## src/rtl/da_pkg.sv

```systemverilog
// Package: shared types and helpers for the distributed-arithmetic unit.
// Assumes only that clients agree on the two-state sequencer encoding.
package da_pkg;

    // Sequencer state of the read-accumulate loop
    typedef enum logic {
        RAC_IDLE = 1'b0,
        RAC_RUN  = 1'b1
    } rac_state_e;

endpackage

```

## src/rtl/da_coef_table.sv

```systemverilog
// Module: coefficient register file and subset-sum table.
// Holds N_TAPS signed coefficients. Entry k of the table holds the sum of
// the coefficients whose index bit is set in k. The entries are rebuilt in
// the same edge that writes a coefficient, so the table never lags the
// coefficients. Assumes the caller gates writes (the top blocks them while busy).
module da_coef_table #(
    parameter int N_TAPS = 4,
    parameter int COEF_W = 12,
    parameter int TW     = 14
) (
    input  logic                      clk,
    input  logic                      rst_n,
    input  logic                      wr_en_i,
    input  logic [$clog2(N_TAPS)-1:0] wr_sel_i,
    input  logic [COEF_W-1:0]         wr_data_i,
    input  logic [N_TAPS-1:0]         rd_addr_i,
    output logic [TW-1:0]             rd_data_o
);
    localparam int ENTRIES = 1 << N_TAPS;

    logic [N_TAPS-1:0][COEF_W-1:0] coef_q;
    logic [N_TAPS-1:0][COEF_W-1:0] coef_nx;
    logic [ENTRIES-1:0][TW-1:0]    tbl_q;
    logic [ENTRIES-1:0][TW-1:0]    sum_w;

    // Next coefficient set: current set with the addressed one replaced
    always_comb begin
        coef_nx = coef_q;
        if (wr_en_i) coef_nx[wr_sel_i] = wr_data_i;
    end

    // Coefficient registers
    always_ff @(posedge clk) begin
        if (!rst_n) coef_q <= '0;
        else        coef_q <= coef_nx;
    end

    genvar k;
    generate
        for (k = 0; k < ENTRIES; k++) begin : g_entry
            localparam logic [N_TAPS-1:0] PICK = N_TAPS'(k);

            // Subset sum selected by this entry's index bits
            always_comb begin
                logic [TW-1:0] acc;
                acc = '0;
                for (int i = 0; i < N_TAPS; i++) begin
                    if (PICK[i])
                        acc = acc + {{(TW-COEF_W){coef_nx[i][COEF_W-1]}}, coef_nx[i]};
                end
                sum_w[k] = acc;
            end

            // Table entry register
            always_ff @(posedge clk) begin
                if (!rst_n) tbl_q[k] <= '0;
                else        tbl_q[k] <= sum_w[k];
            end
        end
    endgenerate

    // Table read port, combinational
    assign rd_data_o = tbl_q[rd_addr_i];

    AST_EMPTY_SUBSET: assert property (@(posedge clk) disable iff (!rst_n)
        tbl_q[0] == '0);

    genvar t;
    generate
        for (t = 0; t < N_TAPS; t++) begin : g_chk
            AST_SINGLE_TAP: assert property (@(posedge clk) disable iff (!rst_n)
                tbl_q[1 << t] == {{(TW-COEF_W){coef_q[t][COEF_W-1]}}, coef_q[t]});
        end
    endgenerate

endmodule

```

## src/rtl/da_plane_detect.sv

```systemverilog
// Module: active bit-plane detector.
// Finds the smallest two's-complement width (1..IN_W) that holds every
// sample. A bit below the sign that differs from the sign marks a plane that
// carries information. Purely combinational.
module da_plane_detect #(
    parameter int N_TAPS = 4,
    parameter int IN_W   = 12,
    parameter int PW     = 4
) (
    input  logic [N_TAPS*IN_W-1:0] samples_i,
    output logic [PW-1:0]          planes_o
);
    logic [IN_W-2:0] diff_w;

    // Merge, over all taps, the bits that differ from their sample's sign
    always_comb begin
        diff_w = '0;
        for (int i = 0; i < N_TAPS; i++) begin
            diff_w = diff_w | (samples_i[i*IN_W +: IN_W-1]
                             ^ {(IN_W-1){samples_i[i*IN_W + IN_W-1]}});
        end
    end

    // Highest informative bit plus one sign bit gives the width
    always_comb begin
        planes_o = PW'(1);
        for (int b = 0; b < IN_W-1; b++) begin
            if (diff_w[b]) planes_o = PW'(b + 2);
        end
    end

endmodule

```

## src/rtl/da_rac_engine.sv

```systemverilog
// Module: read-accumulate sequencer.
// On an accepted start, it captures the samples and computes the effective
// plane count from the detected width and the cap. It then walks the planes
// from the sign plane downwards: the sign plane's table entry is subtracted
// and each later plane doubles the accumulator and adds its entry. At the
// last plane, the sum is scaled back by the dropped planes and the result
// strobe is raised. Assumes planes_i is in 1..IN_W.
module da_rac_engine
    import da_pkg::*;
#(
    parameter int N_TAPS = 4,
    parameter int IN_W   = 12,
    parameter int TW     = 14,
    parameter int OUT_W  = 24,
    parameter int PW     = 4
) (
    input  logic                   clk,
    input  logic                   rst_n,
    input  logic                   start_i,
    input  logic [N_TAPS*IN_W-1:0] samples_i,
    input  logic [PW-1:0]          planes_i,
    input  logic [PW-1:0]          cap_i,
    input  logic [TW-1:0]          tbl_data_i,
    output logic [N_TAPS-1:0]      tbl_addr_o,
    output logic                   busy_o,
    output logic                   valid_o,
    output logic [OUT_W-1:0]       result_o
);
    rac_state_e                  state_q;
    logic [N_TAPS-1:0][IN_W-1:0] samp_q;
    logic [PW-1:0]               plane_q;
    logic [PW-1:0]               left_q;
    logic [PW-1:0]               shift_q;
    logic                        first_q;
    logic [OUT_W-1:0]            acc_q;
    logic [OUT_W-1:0]            res_q;
    logic                        vld_q;
    logic [PW-1:0]               eff_w;
    logic [OUT_W-1:0]            ent_w;
    logic [OUT_W-1:0]            nxt_w;
    logic [PW-1:0]               run_cnt_q;
    logic [PW-1:0]               cap_q;

    // Planes to run: the detected width, or the cap when it is tighter
    always_comb begin
        if (cap_i == '0 || cap_i >= planes_i) eff_w = planes_i;
        else                                  eff_w = cap_i;
    end

    // Gather the current plane's bit from each captured sample
    genvar i;
    generate
        for (i = 0; i < N_TAPS; i++) begin : g_addr
            assign tbl_addr_o[i] = samp_q[i][plane_q];
        end
    endgenerate

    // Sign-extended table entry and next accumulator value
    always_comb begin
        ent_w = {{(OUT_W-TW){tbl_data_i[TW-1]}}, tbl_data_i};
        if (first_q) nxt_w = '0 - ent_w;
        else         nxt_w = (acc_q << 1) + ent_w;
    end

    // Sequencer, accumulator and result registers
    always_ff @(posedge clk) begin
        if (!rst_n) begin
            state_q <= RAC_IDLE;
            samp_q  <= '0;
            plane_q <= '0;
            left_q  <= '0;
            shift_q <= '0;
            first_q <= 1'b0;
            acc_q   <= '0;
            res_q   <= '0;
            vld_q   <= 1'b0;
        end else begin
            vld_q <= 1'b0;
            case (state_q)
                RAC_IDLE: begin
                    if (start_i) begin
                        samp_q  <= samples_i;
                        plane_q <= planes_i - PW'(1);
                        left_q  <= eff_w;
                        shift_q <= planes_i - eff_w;
                        first_q <= 1'b1;
                        acc_q   <= '0;
                        state_q <= RAC_RUN;
                    end
                end
                RAC_RUN: begin
                    acc_q   <= nxt_w;
                    plane_q <= plane_q - PW'(1);
                    left_q  <= left_q - PW'(1);
                    first_q <= 1'b0;
                    if (left_q == PW'(1)) begin
                        res_q   <= nxt_w << shift_q;
                        vld_q   <= 1'b1;
                        state_q <= RAC_IDLE;
                    end
                end
                default: state_q <= RAC_IDLE;
            endcase
        end
    end

    // Run-length counter and captured cap, kept for the assertions
    always_ff @(posedge clk) begin
        if (!rst_n) begin
            run_cnt_q <= '0;
            cap_q     <= '0;
        end else if (state_q == RAC_RUN) begin
            run_cnt_q <= run_cnt_q + PW'(1);
        end else if (start_i) begin
            run_cnt_q <= '0;
            cap_q     <= cap_i;
        end
    end

    assign busy_o   = (state_q == RAC_RUN);
    assign valid_o  = vld_q;
    assign result_o = res_q;

    AST_VALID_ONE_CYCLE: assert property (@(posedge clk) disable iff (!rst_n)
        vld_q |=> !vld_q);
    AST_IDLE_AT_VALID: assert property (@(posedge clk) disable iff (!rst_n)
        vld_q |-> state_q == RAC_IDLE);
    AST_PLANE_COUNTDOWN: assert property (@(posedge clk) disable iff (!rst_n)
        (state_q == RAC_RUN && left_q > PW'(1)) |=>
        (state_q == RAC_RUN && left_q == $past(left_q) - PW'(1)));
    AST_CAP_RESPECTED: assert property (@(posedge clk) disable iff (!rst_n)
        (vld_q && cap_q != '0) |-> run_cnt_q <= cap_q);
    AST_RUN_LENGTH_RANGE: assert property (@(posedge clk) disable iff (!rst_n)
        vld_q |-> (run_cnt_q >= PW'(1) && run_cnt_q <= PW'(IN_W)));

endmodule

```

## src/rtl/da_inner_product.sv

```systemverilog
// Module: top of the distributed-arithmetic inner product unit.
// Connects the coefficient table, the plane detector and the read-accumulate
// engine, and blocks coefficient writes while an operation is in flight.
// Assumes the table entry width covers the sum of all four coefficients.
module da_inner_product #(
    parameter int N_TAPS = 4,
    parameter int IN_W   = 12,
    parameter int COEF_W = 12,
    parameter int OUT_W  = 24
) (
    input  logic                      clk,
    input  logic                      rst_n,
    input  logic                      coef_we_i,
    input  logic [$clog2(N_TAPS)-1:0] coef_sel_i,
    input  logic [COEF_W-1:0]         coef_data_i,
    input  logic [$clog2(IN_W+1)-1:0] cap_i,
    input  logic                      start_i,
    input  logic [N_TAPS*IN_W-1:0]    samples_i,
    output logic                      busy_o,
    output logic                      valid_o,
    output logic [OUT_W-1:0]          result_o
);
    localparam int PW = $clog2(IN_W + 1);
    localparam int TW = COEF_W + $clog2(N_TAPS);

    logic              tbl_we_w;
    logic [N_TAPS-1:0] tbl_addr_w;
    logic [TW-1:0]     tbl_data_w;
    logic [PW-1:0]     planes_w;

    // Coefficient writes only take effect while idle
    assign tbl_we_w = coef_we_i && !busy_o;

    da_coef_table #(
        .N_TAPS (N_TAPS),
        .COEF_W (COEF_W),
        .TW     (TW)
    ) u_table (
        .clk       (clk),
        .rst_n     (rst_n),
        .wr_en_i   (tbl_we_w),
        .wr_sel_i  (coef_sel_i),
        .wr_data_i (coef_data_i),
        .rd_addr_i (tbl_addr_w),
        .rd_data_o (tbl_data_w)
    );

    da_plane_detect #(
        .N_TAPS (N_TAPS),
        .IN_W   (IN_W),
        .PW     (PW)
    ) u_detect (
        .samples_i (samples_i),
        .planes_o  (planes_w)
    );

    da_rac_engine #(
        .N_TAPS (N_TAPS),
        .IN_W   (IN_W),
        .TW     (TW),
        .OUT_W  (OUT_W),
        .PW     (PW)
    ) u_engine (
        .clk        (clk),
        .rst_n      (rst_n),
        .start_i    (start_i),
        .samples_i  (samples_i),
        .planes_i   (planes_w),
        .cap_i      (cap_i),
        .tbl_data_i (tbl_data_w),
        .tbl_addr_o (tbl_addr_w),
        .busy_o     (busy_o),
        .valid_o    (valid_o),
        .result_o   (result_o)
    );

    AST_BUSY_ENDS_WITH_VALID: assert property (@(posedge clk) disable iff (!rst_n)
        $fell(busy_o) |-> valid_o);
    AST_PLANES_IN_RANGE: assert property (@(posedge clk) disable iff (!rst_n)
        (planes_w >= PW'(1) && planes_w <= PW'(IN_W)));

endmodule

```

## config.mk

```make
export PLATFORM = sky130hd
export DESIGN_NAME = da_inner_product
export DESIGN_NICKNAME = d
export VERILOG_FILES = /design/src/rtl/da_pkg.sv /design/src/rtl/da_coef_table.sv /design/src/rtl/da_plane_detect.sv /design/src/rtl/da_rac_engine.sv /design/src/rtl/da_inner_product.sv
export SDC_FILE = /design/constraint.sdc
export NUM_CORES = 1
export LEC_CHECK = 0
export ABC_AREA = 1
export BUFFER_PORTS_ARGS = -buffer_cell sky130_fd_sc_hd__buf_2
export CORE_MARGIN = 1.5
export CORE_UTILIZATION = 63
export CTS_CLUSTER_SIZE = 14
export DETAILED_ROUTE_END_ITERATION = 10
export PLACE_DENSITY = 0.81
export RECOVER_POWER = 100
export SETUP_SLACK_MARGIN = 0.15
export SLEW_MARGIN = 30
export SYNTH_ARGS = -nofsm -noshare
export SYNTH_HDL_FRONTEND = slang
export SYNTH_SLANG_ARGS = --single-unit
```

## constraint.sdc

```tcl
create_clock -name clk -period 5.85 [get_ports clk]
set_input_delay 0 -clock clk [delete_from_list [all_inputs] [get_ports clk]]
set_output_delay 0 -clock clk [all_outputs]
set_load 0.05 [all_outputs]
```

# --- Word-level counts from Yosys, hierarchy flattened ---
# Cells that the tools add are included.
classes:
  mux: 39
  n_lt_le_gt_ge: 5
  bitwise_logic: 8
  n_eq_ne: 2
  add_sub_neg: 17
  shifts: 1
  n_reduce_logical: 8
op_table:
  columns: ["operator", "count"]
  rows:
  - ["$add 12x12->13", 6]
  - ["$add 13x12->14", 4]
  - ["$bmux 14 s4", 1]
  - ["$mux 4", 13]
  - ["$bwmux 48", 1]
  - ["$mux 48", 1]
  - ["$pmux 23 s2", 1]
  - ["$xor 11x11->11", 4]
  - ["$or 11x11->11", 3]
  - ["$add 24x24->24", 1]
  - ["$demux 12 s2", 1]
  - ["$mux 24", 1]
  - ["$shl 24x4->24", 1]
  - ["$mux 23", 1]
  - ["$bmux 1 s4", 4]
  - ["$pmux 4 s2", 2]
  - ["$sub 1x14->15 const A", 1]
  - ["$add 14x14->14", 1]
  - ["$mux 14", 1]
  - ["$mux 12", 1]
  - ["$sub 4x1->4 const B", 3]
  - ["$lt 4x5->1 const B", 2]
  - ["$mux 1", 8]
  - ["$reduce_and 2->1", 3]
  - ["other kinds (13)", 15]
totals:
  regBits: 357
  in_bits: 70
  out_inout_bits: 26

# --- Longest topological paths before layout ---
# Gate-level depths: netlist (run 1).
logic_depth:
  ltp_word: 20
  ltp_mapped: 44

# --- Cells and area by module ---
# A second synthesis (run 1) with hierarchy kept.
hier_totals:
  hier_cells: 3518
  area_unflattened_um2: 22883.2
modules_own_cells:
  columns: ["module", "instances", "area_each_um2", "cells_each"]
  rows:
  - ["da_coef_table", 1, 14298.7, 2154]
  - ["da_rac_engine", 1, 7773.7, 1226]
  - ["da_plane_detect", 1, 800.8, 136]
  - ["da_inner_product", 1, 10.0, 2]

# --- Worst setup path after synthesis (run 1) ---
# OpenSTA, ideal clock, no wires.
synth_path:
  path_type: "register to register"
  start: "reg u_engine.state_q, in the netlist u_engine.busy_o"
  end: "reg u_table.tbl_q[223] (netlist bit)"
  n_path_buf: 3
  t_required_ns: 5.736
  setup_time_ns: 0.114
  path_slack_ns: 0.656
  period_less_slack_ns: 5.194
  arrival_time_ns: 5.080
  path_stages_with_launch: 37
  path_cell_list: "dfxtp_1 > buf_6 > nor2_8 > nand2_2 > buf_2 > clkbuf_1 > nand2_1 > o21ai_0 > inv_1 > ha_1 > inv_1 > o41ai_1 > xor2_1 > inv_1 > ha_1 > inv_1 > o21bai_1 > xor2_1 > inv_1 > ha_1 > a21oi_1 > o21ai_0 > and2_1 > nor2_1 > o21bai_1 > nand2_1 > inv_1 > nor2_1 > inv_1 > a21oi_1 > inv_1 > nand2_1 > inv_1 > nand3_1 > nand2_1 > nor2_1 > nor2_2"
synth_lines:
  columns: ["element", "line", "rtl"]
  rows:
  - ["start: declaration", "da_rac_engine.sv:29", "rac_state_e state_q;"]
  - ["start signal: assignment", "da_rac_engine.sv:68", "state_q <= RAC_IDLE;"]
  - ["start signal: assignment", "da_rac_engine.sv:88", "state_q <= RAC_RUN;"]
  - ["start signal: assignment", "da_rac_engine.sv:99", "state_q <= RAC_IDLE;"]
  - ["end signal: indexed assignment", "da_coef_table.sv:57", "else tbl_q[k] <= sum_w[k];"]
  - ["end: declaration", "da_coef_table.sv:23", "logic [ENTRIES-1:0][TW-1:0] tbl_q;"]

==> metrics.yaml, run 1 <==
route:
  avgRoutedWirePerCell_um: 18.2
  drt_drc_violations_left: 0
  wl_um: 70600
  via_per_inst: 5.88
  vias: 22832
  antenna_left: 0
  drtPass1Iterations: 6
  first_iter_violations: 2351
setup_path:
  cp.required_ns: 6.34
  start_kind: "register"
  path_buf_inv: 10
  slowest_stage: "o41ai_1"
  end_kind: "register"
  path_class: "reg -> reg"
  critical_path.top_delay_family: "compound AO/OA/AOI/OAI gates"
  rrSetupSlack_ns: 0.49
  max_stage_delay_ns: 0.45
  path_common_cell: "inv_1"
  cp.arrival_ns: 5.85
  cp_max_fo: 17
cells_and_area:
  nets: 3648
  drive_above_1_share: 0.0728
  syn_to_final_growth_pct: 11.1
  num-fill-cells: 2873
synth:
  synthArstFlopShare: 0
  synth_area_leader_cell: "dfxtp_1"
  synth-compound-area-share: 0.143
  synth_nets: 3557
  synth_top_area_frac: 0.284
  synth_mux_area_frac: 0
  yosysSeqAreaShare: 0.284
  yosys_warnings: 0
  synth_top_family_by_area: "simple AND/OR/NAND/NOR gates"
  synth.avg_cell_area_um2: 6.51
  synth_edf_count: 0
  synth-main-ff-cell: "dfxtp_1"
  synthTopCellsByArea: "dfxtp_1, nand2_1, nand3_1"
  synth-xor-area-share: 0.0320
  synthAdderAreaFrac: 0.103
  ys_seq_elements: 306
  synth_cells: 3316
  netlist_area_um2: 21600
  yosys.area_share.simple: 0.335
  yosysUniqueCellTypes: 59
power:
  switching_share: 0.436
  p_int_w: 0.00493
  clkPwrFrac: 0.268
  power_density_nw_per_um2: 365
  power.leakage_nw: 12.1
  ir_drop_v: 0.000293
  comb_power_share: 0.455
  power.switching_w: 0.00381
  pwr-share-seq: 0.277
timing:
  finalHoldViolations: 0
  slew_viol_final: 174
  fmax_ghz: 0.187
  tightest_slew_ns: 2.91
  hold_slack_ns: 0.00883
  period_share: 0.916
  timing.final.ws_setup_ns: 0.491
  slew_headroom: -0.937
  finalClockSkew_ns: 0.0129
  rsz0062_at_grt: "no"
  fin_crit_ns: 5.36
  setup_viol: 0
  fin_tns_setup_ns: 0
floorplan:
  core_region_area_um2: 33600
  die_w_um: 188
  initial_core_util: 0.642
  rows: 67
  dieArea_um2: 35400
  io_pins: 96
  die_y_um: 188
cts:
  cts.clk_slew.worst_paths_ns: 0.06
  cts_buffers: 36
  cts_max_level: 2
  cts_sinks: 306
  cts_tree: "done"
  cts-root-buf: "clkbuf_16"
  insertion_delay_ns: 0.56
  post-cts-setup-buffers: 0
  clockBufferDepth: 3
global_route:
  antenna_found_initial: 2
  grt_pass1_vias: 21893
  grt_use_total: 0.397
  grt_remaining_overflow: 0
  grt_max_degree: 112
  grt_first_pass_wirelength_um: 113000
status:
  status: "finished with violations"
  violations: "max-capacitance violations, max-slew violations"
place:
  dp_slack_ns: 0.412
  place_congestion: 1.06
  port_buffers: 95
  hpwl_um: 49000
run:
  drv_cap: 3
min_path:
  hold_path_class: "in -> reg"
## per-layer routing
metal	vias to the layer above	share of wire	track usage
li1	11022	-	-
met1	10445	0.41	0.497
met2	1103	0.45	0.647
met3	262	0.076	0.0552
met4	0	0.065	0.242
met5	-	0	0
## worst reg2reg max path: cells and delay by family (launching register included)
kind            cells  cell delay (ns)
compound gates      7             1.41
simple gates       12             1.22
fa+ha+maj           3             0.95
buf+inv            10             0.93
xor+xnor            2             0.44
flops               1             0.36
## Yosys cell counts, types with 34 or more instances
cell type	instances
xnor2_1	34
nor3_1	35
xor2_1	38
clkbuf_1	69
buf_2	40
inv_1	372
nand3_1	433
a21oi_1	231
ha_1	161
nor2_1	359
o21ai_0	222
nand2_1	756
dfxtp_1	306
## cell families (layout without fill, tap and decap cells)
| logic type | after synthesis | in the layout |
|---|---|---|
| AND/OR/NAND/NOR | 1673 | 1673 |
| AO/OA/AOI/OAI | 562 | 562 |
| buffers and inverters | 529 | 647 |
| flip-flops | 306 | 306 |
| adder cells (fa/ha/maj) | 171 | 171 |
| XOR/XNOR | 75 | 75 |
| other | 0 | 2 |
## flip-flops by register name, indices dropped and copies added (netlist names)
| name | cells |
|---|---|
| u_engine.result_o | 24 |
| u_engine.shift_q | 4 |
| u_engine.plane_q | 4 |
| u_engine.acc_q | 23 |
| u_engine.busy_o | 1 |
| u_table.coef_q | 48 |
| u_engine.first_q | 1 |
| u_engine.valid_o | 1 |
| u_engine.samp_q | 48 |
| u_table.tbl_q | 148 |
| u_engine.left_q | 4 |
## power by group through the flow
stage / clock network, W / registers, W / logic (W)
after global placement: 0 / 0.00246 / 0.00375
after CTS: 0.00236 / 0.00242 / 0.00389
after floorplan: 0 / 0.00245 / 0.00287
after global routing: 0.00245 / 0.00244 / 0.00440
final: 0.00235 / 0.00242 / 0.00398
after detailed placement: 0 / 0.00246 / 0.00383
## cell type report
| class | instances | area [um^2] | share of cell area |
|---|---|---|---|
| clock inverter | 11 | 130 | 0.00542 |
| sequential | 306 | 6130 | 0.255 |
| multi-input combinational | 2481 | 13200 | 0.551 |
| antenna | 2 | 5.00 | 0.000209 |
| clock buffer | 54 | 1090 | 0.0454 |
| tap | 448 | 561 | 0.0234 |
| inverter | 381 | 1450 | 0.0602 |
| timing repair buffer | 201 | 1420 | 0.0592 |
## what timing repair did
action                                 in CTS  in global routing
setup endpoints to repair                   0                 11
gates resized for setup                     0                  6
hold buffers                               62                  0
endpoints found under the hold margin     106                  0
## placed cells by master, fill, tap and decap left out, types with 37 or more instances in the layout
cell,instances
a21oi_1,230
buf_2,69
clkbuf_16,37
dfxtp_1,305
dlygate4sd3_1,62
ha_1,161
inv_1,371
nand2_1,757
nand3_1,434
nor2_1,357
o21ai_0,224
xor2_1,38
## per-stage QoR
stage	instances	area, um^2	total power (W)	util
5_1_grt	3884	24000	0.00929	0.714
4_1_cts	3882	24100	0.00866	0.716
6_report	3884	24000	0.00875	0.714
2_1_floorplan	3316	21600	0.00532	-
3_5_place_dp	3755	22200	0.00629	0.661
3_3_place_gp	3755	22200	0.00621	0.661
## worst paths after layout
| check | startpoint | endpoint | depth (start not counted) |
|---|---|---|---|
| worst max-delay path | u_engine.busy_o$_SDFF_PN0_ | u_table.tbl_q[223]$_SDFF_PN0_ | 34 |
| worst min-delay path | cap_i[2] | u_engine.left_q[2]$_SDFFE_PN0P_ | 6 |
| worst max register to register | u_engine.busy_o$_SDFF_PN0_ | u_table.tbl_q[223]$_SDFF_PN0_ | 34 |
| worst min register to register | u_engine.result_o[1]$_SDFFE_PN0P_ | u_engine.result_o[1]$_SDFFE_PN0P_ | 2 |
No activity file was read; power rests on OpenSTA's default activity.
==> inputs of run 2 (changes only) <==
--- a/config.mk
+++ b/config.mk
@@ -9,8 +9,7 @@
 export BUFFER_PORTS_ARGS = -buffer_cell sky130_fd_sc_hd__buf_2
 export CORE_MARGIN = 1.5
-export CORE_UTILIZATION = 63
+export CORE_UTILIZATION = 40
 export CTS_CLUSTER_SIZE = 14
 export DETAILED_ROUTE_END_ITERATION = 10
-export PLACE_DENSITY = 0.81
 export RECOVER_POWER = 100
 export SETUP_SLACK_MARGIN = 0.15
==> constraint.sdc (replaced) <==
create_clock -name clk -period 5.85 [get_ports clk]
set_input_delay 0.8775 -clock clk [delete_from_list [all_inputs] [get_ports clk]]
set_output_delay 0.8775 -clock clk [all_outputs]
set_load 0.05 [all_outputs]
==> metrics.yaml, run 2 (synthesis gave the netlist of run 1 again) <==
status:
  status: "finished with violations"
  violations: "max-capacitance violations, max-slew violations"
floorplan:
  initial_core_util: 0.407
  rows: 84
  io_pins: 96
  die_w_um: 235
  die_y_um: 235
  core_region_area_um2: 53000
  dieArea_um2: 55400
cts:
  cts-root-buf: "clkbuf_16"
  cts_buffers: 38
  cts_max_level: 2
  cts_sinks: 306
  clockBufferDepth: 3
  insertion_delay_ns: 0.56
  cts_tree: "done"
  cts.clk_slew.worst_paths_ns: 0.06
timing:
  period_share: 0.904
  slew_viol_final: 204
  timing.final.ws_setup_ns: 0.560
  setup_viol: 0
  tightest_slew_ns: 2.88
  rsz0062_at_grt: "no"
  fmax_ghz: 0.189
  hold_slack_ns: 0.458
  finalHoldViolations: 0
  slew_headroom: -0.919
  finalClockSkew_ns: 0.0174
  fin_crit_ns: 5.29
min_path:
  hold_path_class: "reg -> reg"
global_route:
  top_usage_layer: "met2"
  grt_util_met1: 0.330
  grt_max_degree: 82
  grt_pass1_vias: 20080
  gr-usage-met2: 0.407
  grt_remaining_overflow: 0
  grtUsageMet3: 0.0305
  grt_first_pass_wirelength_um: 108000
  grt_use_total: 0.244
  antenna_found_initial: 1
cells_and_area:
  final_common_cell: "nand2_1"
  reg.largest.list: "u_table.tbl_q: 148 flops, u_engine.samp_q: 48 flops, u_table.coef_q: 48 flops"
  diodes: 0
  fin_util: 0.456
  final_area_um2: 24200
  layout_common_cells: "nand2_1, nand3_1, inv_1, nor2_1, dfxtp_1"
  syn_to_final_growth_pct: 12.0
  drive_above_1_share: 0.0886
  largest_reg_flops: 148
  regMostFlops: "u_table.tbl_q"
  num-fill-cells: 5598
  nets: 3645
route:
  drt_drc_violations_left: 0
  antenna_left: 0
  drtPass1Iterations: 6
  avgRoutedWirePerCell_um: 16.5
  vias: 21415
  first_iter_violations: 1632
  wl_um: 68000
  via_per_inst: 5.20
setup_path:
  slowest_stage: "buf_12"
  end_kind: "register"
  max_stage_delay_ns: 0.35
  start_kind: "register"
  cp.arrival_ns: 5.71
  path_buf_inv: 4
  critical_path.top_delay_family: "simple AND/OR/NAND/NOR gates"
  cp_max_fo: 58
  path_common_cell: "nand3_1"
  cp.required_ns: 6.27
  path_class: "reg -> reg"
run:
  drv_cap: 4
place:
  port_buffers: 95
  place_congestion: 0.918
  hpwl_um: 49900
  dp_slack_ns: -0.0204
  dpl-instance-area_um2: 23000
power:
  ir_drop_v: 0.000186
  power_density_nw_per_um2: 365
  power.leakage_nw: 12.1
  fin_total_pwr_w: 0.00882
-- run 2: cell type report --
class	instances	area [um^2]	area share
clock buffers	61	1180	0.0489
clock inverters	5	28.8	0.00119
inverters	381	1450	0.0600
multi-input cells	2481	13300	0.549
flip-flops and latches	306	6130	0.254
well taps	688	861	0.0356
repair buffers	196	1260	0.0522
-- run 2: routing by layer --
metal	vias up	wire length [um]
met1	9725	31400
li1	11015	-
met5	-	0
met4	0	1780
met3	111	4040
met2	564	30800
-- run 2: power breakdown --
group / internal [W] / total [W] / switching, W / leakage (nW)
clock: 0.00138 / 0.00232 / 0.000946 / 0.597
sequential: 0.00232 / 0.00241 / 0.0000980 / 2.51
combinational: 0.00133 / 0.00408 / 0.00275 / 9.02
total: 0.00502 / 0.00882 / 0.00380 / 12.1
-- run 2: tightest hold or removal path, delay by kind of cell (launching register included) --
| kind | cells | cell delay [ns] |
|---|---|---|
| buf+inv | 1 | 0.06 |
| flops | 1 | 0.30 |
| compound gates | 1 | 0.06 |
-- run 2: worst paths after layout --
kind / slack [ns] / end / from / cells past startpoint
max reg2reg: 0.56 / u_engine.result_o[20]$_SDFFE_PN0P_ / u_engine.plane_q[0]$_SDFFE_PN0P_ / 35
min: 0.46 / u_engine.samp_q[1]$_SDFFE_PN0P_ / u_engine.samp_q[1]$_SDFFE_PN0P_ / 2
max: 0.56 / u_engine.result_o[20]$_SDFFE_PN0P_ / u_engine.plane_q[0]$_SDFFE_PN0P_ / 35
min reg2reg: 0.46 / u_engine.samp_q[1]$_SDFFE_PN0P_ / u_engine.samp_q[1]$_SDFFE_PN0P_ / 2
-- run 2: per-stage QoR --
step	setup TNS [ns]	std cells
6_report	0	4118
5_1_grt	0	4118
4_1_cts	0	4116
3_5_place_dp	-0.0204	4050
3_3_place_gp	0	4050
2_1_floorplan	0	3316
-- run 2: repair_timing --
item | in CTS | in global routing
hold buffers | 0 | 0
setup buffers | 0 | 2
setup endpoints to repair | 0 | 8
resized for setup | 0 | 12
endpoints found under the hold margin | 0 | 0
==> inputs of run 3 (changes only) <==
CORE_MARGIN = 3   (was 1.5)
RECOVER_POWER = 25   (was 100)
REMOVE_ABC_BUFFERS = 1   (was default)
==> metrics.yaml, run 3 (synthesis gave the netlist of run 1 again) <==
cells_and_area:
  final_common_cell: "nand2_1"
  multi_input_area_um2: 13200
  layout_common_cells: "nand2_1, nand3_1, inv_1, nor2_1, dfxtp_1"
  syn_to_final_growth_pct: 11.8
  regMostFlops: "u_table.tbl_q"
  drive_above_1_share: 0.0868
  largest_reg_flops: 148
  final_area_um2: 24100
  nets: 3623
  seqCellArea_um2: 6130
  fin_cells: 4100
  num-fill-cells: 5606
  reg.largest.list: "u_table.tbl_q: 148 flops, u_engine.samp_q: 48 flops, u_table.coef_q: 48 flops"
timing:
  fin_tns_setup_ns: 0
  setup_viol: 0
  finalHoldViolations: 0
  finalClockSkew_ns: 0.0249
  slew_headroom: -0.749
  period_share: 0.896
  rsz0062_at_grt: "yes"
  fin_crit_ns: 5.24
  fmax_ghz: 0.191
  slew_viol_final: 252
  timing.final.ws_setup_ns: 0.606
  tightest_slew_ns: 2.62
power:
  comb_power_share: 0.452
  power.switching_w: 0.00383
  fin_total_pwr_w: 0.00895
  switching_share: 0.428
  ir_drop_v: 0.000195
  power_density_nw_per_um2: 371
  power.leakage_nw: 12.1
  p_int_w: 0.00512
  clkPwrFrac: 0.279
  pwr-share-seq: 0.269
setup_path:
  cp.required_ns: 6.33
  slowest_stage: "o41ai_1"
  max_stage_delay_ns: 0.48
  path_class: "in -> reg"
  path_common_cell: "inv_1"
  end_kind: "register"
  cp_max_fo: 13
  cp.arrival_ns: 5.73
  start_kind: "input port"
global_route:
  grt_first_pass_wirelength_um: 109000
  grt_pass1_vias: 19970
  grt_remaining_overflow: 0
  grt_max_degree: 113
  antenna_found_initial: 2
  grt_use_total: 0.240
cts:
  cts_max_level: 2
  cts-root-buf: "clkbuf_16"
  cts_sinks: 306
  cts_tree: "done"
  cts_buffers: 40
  clockBufferDepth: 3
  cts.clk_slew.worst_paths_ns: 0.06
  insertion_delay_ns: 0.56
place:
  place_congestion: 0.888
  port_buffers: 95
  post-place-cells: 4027
  hpwl_um: 50900
  dpl-instance-area_um2: 22800
  dp_slack_ns: 0.0841
floorplan:
  core_region_area_um2: 53000
  die_w_um: 238
  initial_core_util: 0.407
  rows: 84
  die_y_um: 238
  io_pins: 96
  dieArea_um2: 56800
route:
  via_per_inst: 5.26
  avgRoutedWirePerCell_um: 17.0
  drtPass1Iterations: 6
  vias: 21548
  first_iter_violations: 1839
  drt_drc_violations_left: 0
  wl_um: 69800
  antenna_left: 0
run:
  drv_cap: 3
status:
  violations: "max-capacitance violations, max-slew violations"
  status: "finished with violations"
min_path:
  hold_path_class: "reg -> reg"
-- run 3: what timing repair did --
action | 4_1_cts | 5_1_grt
resized for setup | 0 | 9
setup endpoints to repair | 0 | 14
hold buffers | 0 | 0
setup buffers | 0 | 0
-- run 3: cell type report --
cell class | instances | share of cell area
well taps | 688 | 0.0357
multi-input cells | 2481 | 0.549
repair buffers | 172 | 0.0466
clock buffers | 58 | 0.0489
clock inverters | 12 | 0.00586
diodes | 2 | 0.000207
flip-flops and latches | 306 | 0.254
inverters | 381 | 0.0599
-- run 3: worst paths after layout --
path / from / to / slack [ns] / depth (start not counted)
setup reg to reg: u_engine.busy_o$_SDFF_PN0_ / u_table.tbl_q[223]$_SDFF_PN0_ / 0.69 / 34
hold / removal: u_engine.samp_q[2]$_SDFFE_PN0P_ / u_engine.samp_q[2]$_SDFFE_PN0P_ / 0.46 / 2
setup / recovery: coef_we_i / u_table.tbl_q[223]$_SDFF_PN0_ / 0.61 / 36
hold reg to reg: u_engine.samp_q[2]$_SDFFE_PN0P_ / u_engine.samp_q[2]$_SDFFE_PN0P_ / 0.46 / 2
-- run 3: power groups by stage --
stage | Combinational (W) | Clock, W | Sequential (W)
2_1_floorplan | 0.00267 | 0 | 0.00247
4_1_cts | 0.00397 | 0.00255 | 0.00240
6_report | 0.00404 | 0.00250 | 0.00241
3_5_place_dp | 0.00394 | 0 | 0.00245
3_3_place_gp | 0.00395 | 0 | 0.00244
5_1_grt | 0.00456 | 0.00262 | 0.00243
-- run 3: through the flow --
step | util | hold slack, ns
6_report | 0.456 | 0.457
3_5_place_dp | 0.431 | 0.448
4_1_cts | 0.456 | 0.458
3_3_place_gp | 0.431 | 0.443
2_1_floorplan | - | 0.429
5_1_grt | 0.456 | 0.484
-- run 3: critical path: cells and delay by family --
family                   cells  cell delay [ns]
AND/OR/NAND/NOR             12             1.07
buffers and inverters       12             0.92
AO/OA/AOI/OAI                7             1.45
XOR/XNOR                     2             0.45
adder cells (fa/ha/maj)      3             0.91
-- run 3: metal layers --
metal  vias up  routed length [um]  track usage
met1      9859               33200        0.344
li1      10978                   -            -
met4         0                1820       0.0684
met2       613               29800        0.370
met3        98                5020       0.0446
met5         -                   0            0
